===== src/rtl/vid_pic_adjust.sv =====
module vid_pic_adjust (
  input  logic       clk,
  input  logic       rst_n,
  input  logic       in_valid,
  input  logic       in_sof,
  input  logic       in_cphase,
  input  logic [7:0] in_y,
  input  logic [7:0] in_c,
  input  logic [7:0] cfg_bright,
  input  logic [7:0] cfg_contrast,
  input  logic [7:0] cfg_hue,
  input  logic [7:0] cfg_sat,
  input  logic [3:0] cfg_sharp,
  output logic       out_valid,
  output logic       out_cphase,
  output logic [7:0] out_y,
  output logic [7:0] out_c
);
  localparam logic [7:0] UNITY = 8'h80;

  // quarter-wave sine, Q8, k in 0..64 (k/64 of a right angle)
  function automatic logic signed [9:0] qsin(input logic [6:0] k);
    int unsigned t2, t4, inner, prod;
    t2    = 32'(k) * 32'(k);
    t4    = (t2 * t2) >> 12;
    inner = 32'd1646592 - 32'd165 * t2 + 32'd19 * t4;
    prod  = 32'(k) * inner;
    return 10'(prod >> 18);
  endfunction

  function automatic logic signed [9:0] trig(input logic [7:0] a);
    logic [6:0] k;
    logic signed [9:0] m;
    k = a[6] ? (7'd64 - {1'b0, a[5:0]}) : {1'b0, a[5:0]};
    m = qsin(k);
    return a[7] ? -m : m;
  endfunction

  // input taps: 0 newest, 1 centre, 2 oldest
  logic       v0, v1, v2, p0, p1, f0, f1;
  logic [7:0] y0, y1, y2, c0, c1;

  // settings: snapshot, then per-stage active copies
  logic [7:0] snap_bri, snap_con, snap_hue, snap_sat;
  logic [3:0] snap_gain;
  logic [7:0] mid_bri, mid_con, mid_sat;
  logic [7:0] act_hue;
  logic [3:0] act_gain;
  logic [7:0] act_bri, act_con, act_sat;

  always_ff @(posedge clk) begin
    if (!rst_n) begin
      {v0, v1, v2, p0, p1, f0, f1} <= '0;
      {y0, y1, y2, c0, c1} <= '0;
      snap_bri <= '0;  snap_con <= UNITY; snap_hue <= '0; snap_sat <= UNITY; snap_gain <= '0;
      mid_bri  <= '0;  mid_con  <= UNITY; mid_sat  <= UNITY;
      act_hue  <= '0;  act_gain <= '0;
      act_bri  <= '0;  act_con  <= UNITY; act_sat  <= UNITY;
    end else begin
      v0 <= in_valid; p0 <= in_cphase; f0 <= in_valid & in_sof; y0 <= in_y; c0 <= in_c;
      v1 <= v0; p1 <= p0; f1 <= f0; y1 <= y0; c1 <= c0;
      v2 <= v1; y2 <= y1;
      if (in_valid && in_sof) begin
        snap_bri  <= cfg_bright;
        snap_con  <= cfg_contrast;
        snap_hue  <= cfg_hue;
        snap_sat  <= cfg_sat;
        snap_gain <= cfg_sharp;
      end
      if (f0) begin
        act_hue  <= snap_hue;
        act_gain <= snap_gain;
        mid_bri  <= snap_bri;
        mid_con  <= snap_con;
        mid_sat  <= snap_sat;
      end
      if (f1) begin
        act_bri <= mid_bri;
        act_con <= mid_con;
        act_sat <= mid_sat;
      end
    end
  end

  // stage 2: luma peaking on the centre tap
  logic [7:0]         y_left, y_right;
  logic signed [10:0] hp, ysh;
  logic signed [15:0] hpg;

  assign y_left  = v2 ? y2 : y1;
  assign y_right = v0 ? y0 : y1;
  assign hp  = $signed({2'b0, y1, 1'b0}) - $signed({3'b0, y_left}) - $signed({3'b0, y_right});
  assign hpg = 16'(hp) * $signed({12'b0, act_gain});
  assign ysh = $signed({3'b0, y1}) + 11'(hpg >>> 5);

  // stage 2: hue rotation of a Cb (centre) / Cr (newest) pair
  logic signed [7:0]  u_c, v_c;
  logic signed [9:0]  sn, cs, ru, rv;
  logic signed [19:0] ru_w, rv_w;
  logic               pair;

  assign u_c  = $signed({~c1[7], c1[6:0]});
  assign v_c  = $signed({~c0[7], c0[6:0]});
  assign sn   = trig(act_hue);
  assign cs   = trig(act_hue + 8'd64);
  assign ru_w = 20'(u_c) * 20'(cs) - 20'(v_c) * 20'(sn);
  assign rv_w = 20'(u_c) * 20'(sn) + 20'(v_c) * 20'(cs);
  assign ru   = 10'(ru_w >>> 8);
  assign rv   = 10'(rv_w >>> 8);
  assign pair = v1 & ~p1 & v0 & p0;

  logic               s2v, s2p, pend;
  logic signed [10:0] s2y;
  logic signed [9:0]  s2c, held;

  always_ff @(posedge clk) begin
    if (!rst_n) begin
      s2v <= 1'b0; s2p <= 1'b0; pend <= 1'b0;
      s2y <= '0;   s2c <= '0;   held <= '0;
    end else begin
      s2v  <= v1;
      s2p  <= p1;
      s2y  <= ysh;
      pend <= pair;
      if (pair) begin
        s2c  <= ru;
        held <= rv;
      end else if (pend) begin
        s2c  <= held;
      end else begin
        s2c  <= 10'(u_c);
      end
    end
  end

  // stage 3: contrast, brightness, saturation, clamping
  logic signed [11:0] yd;
  logic signed [20:0] ym;
  logic signed [13:0] yo;
  logic signed [18:0] cm;
  logic signed [11:0] co;
  logic [7:0]         y_fin, c_fin;

  assign yd = 12'(s2y) - 12'sd16;
  assign ym = 21'(yd) * $signed({13'b0, act_con});
  assign yo = 14'(ym >>> 7) + 14'sd16 + 14'($signed(act_bri));
  assign cm = 19'(s2c) * $signed({11'b0, act_sat});
  assign co = 12'(cm >>> 7) + 12'sd128;

  assign y_fin = (yo < 14'sd16) ? 8'd16 : (yo > 14'sd235) ? 8'd235 : yo[7:0];
  assign c_fin = (co < 12'sd16) ? 8'd16 : (co > 12'sd240) ? 8'd240 : co[7:0];

  always_ff @(posedge clk) begin
    if (!rst_n) begin
      out_valid  <= 1'b0;
      out_cphase <= 1'b0;
      out_y      <= 8'd16;
      out_c      <= 8'd128;
    end else begin
      out_valid  <= s2v;
      out_cphase <= s2p;
      out_y      <= y_fin;
      out_c      <= c_fin;
    end
  end

  // cycles since reset, for the latency property
  logic [2:0] age;
  always_ff @(posedge clk) begin
    if (!rst_n)            age <= '0;
    else if (age != 3'd7)  age <= age + 3'd1;
  end

  assert_latency_R1: assert property (@(posedge clk) disable iff (!rst_n)
    (age >= 3'd5) |-> (out_valid == $past(in_valid, 4) && out_cphase == $past(in_cphase, 4)));

  assert_luma_range_R7: assert property (@(posedge clk) disable iff (!rst_n)
    out_valid |-> (out_y >= 8'd16 && out_y <= 8'd235));

  assert_chroma_range_R7: assert property (@(posedge clk) disable iff (!rst_n)
    out_valid |-> (out_c >= 8'd16 && out_c <= 8'd240));

  assert_hold_early_R8: assert property (@(posedge clk) disable iff (!rst_n)
    !f0 |=> ($stable(act_hue) && $stable(act_gain)));

  assert_hold_late_R8: assert property (@(posedge clk) disable iff (!rst_n)
    !f1 |=> ($stable(act_bri) && $stable(act_con) && $stable(act_sat)));

  assert_pair_meets_cr_R4: assert property (@(posedge clk) disable iff (!rst_n)
    pend |-> (v1 && p1));
endmodule


===== config.mk =====
export PLATFORM = sky130hd
export DESIGN_NAME = vid_pic_adjust
export DESIGN_NICKNAME = d
export VERILOG_FILES = /design/src/rtl/vid_pic_adjust.sv
export SDC_FILE = /design/constraint.sdc
export NUM_CORES = 2
export LEC_CHECK = 0
export ABC_CLOCK_PERIOD_IN_PS = 50700
export BUFFER_PORTS_ARGS = -buffer_cell sky130_fd_sc_hd__buf_2
export CORE_MARGIN = 8
export CORE_UTILIZATION = 47
export DETAILED_ROUTE_END_ITERATION = 8
export PLACE_DENSITY_LB_ADDON = 0.15
export SYNTH_ARGS = -nofsm -noshare
export SYNTH_HDL_FRONTEND = slang
export SYNTH_SLANG_ARGS = --single-unit
export TNS_END_PERCENT = 20

===== constraint.sdc =====
create_clock -name clk -period 50.7 [get_ports clk]
set_input_delay 10.14 -clock clk [delete_from_list [all_inputs] [get_ports clk]]
set_output_delay 10.14 -clock clk [all_outputs]
set_load 0.005 [all_outputs]

==> results.toml <==
[status]
run_status = "complete, no violations"

[timing]
slew_violations = 0
slew_headroom_pct = 18.24
worst_pin_slew_ps = 1225
min_period_ps = 27180
period_share_pct = 53.60
tns_ps = 0
grt_setup_unrepaired = "no"
fmax_mhz = 36.80
finalSetupViolations = 0
hold_violations = 0
fin_skew_ps = 17.66

[cells_and_area]
largest-register = "s2y"
largest_registers = "s2y x11, held x10, s2c x10"
largest_register_ffs = 11
num_antenna_cells = 0
syn_to_final_growth_pct = 4.932
final_cell_area_um2 = 61900
drive_gt1_share_pct = 4.122
fin_nets = 8689

[yosys]
avgSynthCellArea_um2 = 8.687
ys_types = 100
synth-edff-count = 0
syn_inst = 6790
seq_area_frac_synth_pct = 6.584
synth_area_leader_cell = "fa_1"
ys_warn_count = 0
async_reset_ff_share_pct = 0
synth_seq_cells = 194
ys.flop_type = "dfxtp_1"
yosysTopAreaCellShare_pct = 33.97
synth_commonest_cells = "1568 x inv_1, 1001 x fa_1, 852 x ha_1, 537 x nor2_1, 481 x nand2_1"
synth_area_leaders = "fa_1 34%, ha_1 18%, inv_1 10%"
synth_area_um2 = 58990
yosysMostFrequentCell = "inv_1"

[place]
placedInstanceArea_um2 = 61310
place_congestion = 0.8510
numPortBuffers = 74
hpwlAfterDp_mm = 116.3

[clock_tree]
clock_sinks = 194
cts_tree = "done"
clkLatencyLatePin_ps = 470
cts_hold_buffers = 0
cts_resized = 0
cts_setup_buffers = 0
clk_pin_slew_worst_paths_ps = 80
cts_buffers = 17
root_buffer = "clkbuf_16"
htree_num_levels = 4
cts_buffer_depth = 2

[worst_setup_path]
worstPathRequired_ps = 51070
critical_path.max_fanout = 21
path_class = "reg -> reg"
worst-path-buf-inv = 12
crit_path_frequent_cell = "fa_1"
crit_path_start = "act_hue[0]"
worstSetupStartpointType = "flop"
crit_slowest_cell = "xor2_1"
crit_end = "held[8]"
cp.depth = 87
r2r_slack_ps = 23520
arrival_ps = 27540
worstReg2RegStart = "act_hue[0]"
slowest_delay_ps = 740
worstRegToRegCells = 87
cp_top_family = "adder cells"
regToRegEndpoint = "held[8]"
crit_path_end_kind = "flop"

[floorplan]
fp.dieH_um = 370.3
std_cell_rows = 130
boundaryPins = 75
initial_core_util_pct = 47.16
die_area_um2 = 137100
dieWidth_um = 370.3
core_um2 = 125100

[route]
drtAntennaViolNets = 0
num_vias = 42991
drt_wl_total_mm = 140.3
via_per_inst = 5.093
firstDrtPassIters = 5
avgRoutedWirePerCell_um = 16.62
drc_errors = 0
dr.first_iter.drc_count = 2069

[global_routing]
grt_pass1_wl_mm = 240.6
grt_use_total_pct = 21.43
grt_pass1_vias = 46714
grt_max_degree = 120
antenna_found_initial = 4
globalRouteOverflowTotal = 0

[run]
maxCapViolCount = 0

[min_path]
min_path_type = "reg -> reg"
==> through the flow <==
step           hold WS [ps]  util, %  cells  setup WS (ps)
6_report              442.4    49.48   8442          23520
3_5_place_dp          420.6    49.02   8410          23640
5_1_grt               479.7    49.48   8442          21280
3_3_place_gp          422.4    49.02   8410          23980
4_1_cts               444.1    49.48   8442          23570
2_1_floorplan         411.9        -   6795          25360
==> per-layer routing <==
metal,share of wire (%),global-route usage (%)
met1,46,29.06
met2,49,37.49
met3,3.7,2.205
met4,1.7,3.746
met5,0.0093,0
==> worst min-delay path by stage <==
stage | slack [ps] | startpoint | cells after the start | endpoint
after floorplan | 410 | s2p | 1 | out_cphase
after global placement | 420 | s2p | 1 | out_cphase
after detailed placement | 420 | s2p | 1 | out_cphase
after CTS | 440 | s2p | 1 | out_cphase
after global routing | 480 | y0[2] | 1 | y1[2]
final | 440 | s2p | 1 | out_cphase
==> cell usage in the layout, fill, tap and decap left out, types with 12 or more instances in the layout <==
cell type	n
inv_1	1568
fa_1	1001
ha_1	852
nor2_1	537
nand2_1	480
and2_1	355
xnor2_1	238
dfxtp_1	192
a21oi_1	188
o21ai_0	130
nor2b_1	123
xor2_1	106
mux2i_1	91
nand2b_1	79
buf_2	73
buf_4	68
a21o_1	65
nor3_1	64
o21a_1	59
a21boi_0	52
or2_2	47
nand3_1	41
o21bai_1	33
and3_1	21
clkbuf_16	17
o211ai_1	16
or3_1	14
a31oi_1	13
nand4_1	12
==> kinds of logic after synthesis <==
| kind of cell | count (synthesis) | share of synthesized area (%) |
|---|---|---|
| AOI/OAI and AO/OA | 695 | 7.844 |
| buffers and inverters | 1752 | 11.21 |
| muxes | 102 | 1.756 |
| adders and majority gates | 1853 | 52.04 |
| DFF | 194 | 6.584 |
| xor gates and xnor gates | 355 | 5.375 |
| and+or+nand+nor | 1838 | 15.18 |
| other | 1 | 0.006357 |
==> cell type report <==
class / count / area, um2
Tap cell: 1650 / 2064
Clock inverter: 14 / 143.9
Multi-Input combinational cell: 4849 / 48560
Sequential cell: 194 / 3886
Fill cell: 12088 / 63190
Inverter: 1575 / 5912
Clock buffer: 18 / 439.2
Timing Repair Buffer: 142 / 887.1
Power is left out: the tool's default activity adds up to more than one toggle a clock period on the data nets, which glitch-free logic cannot reach.
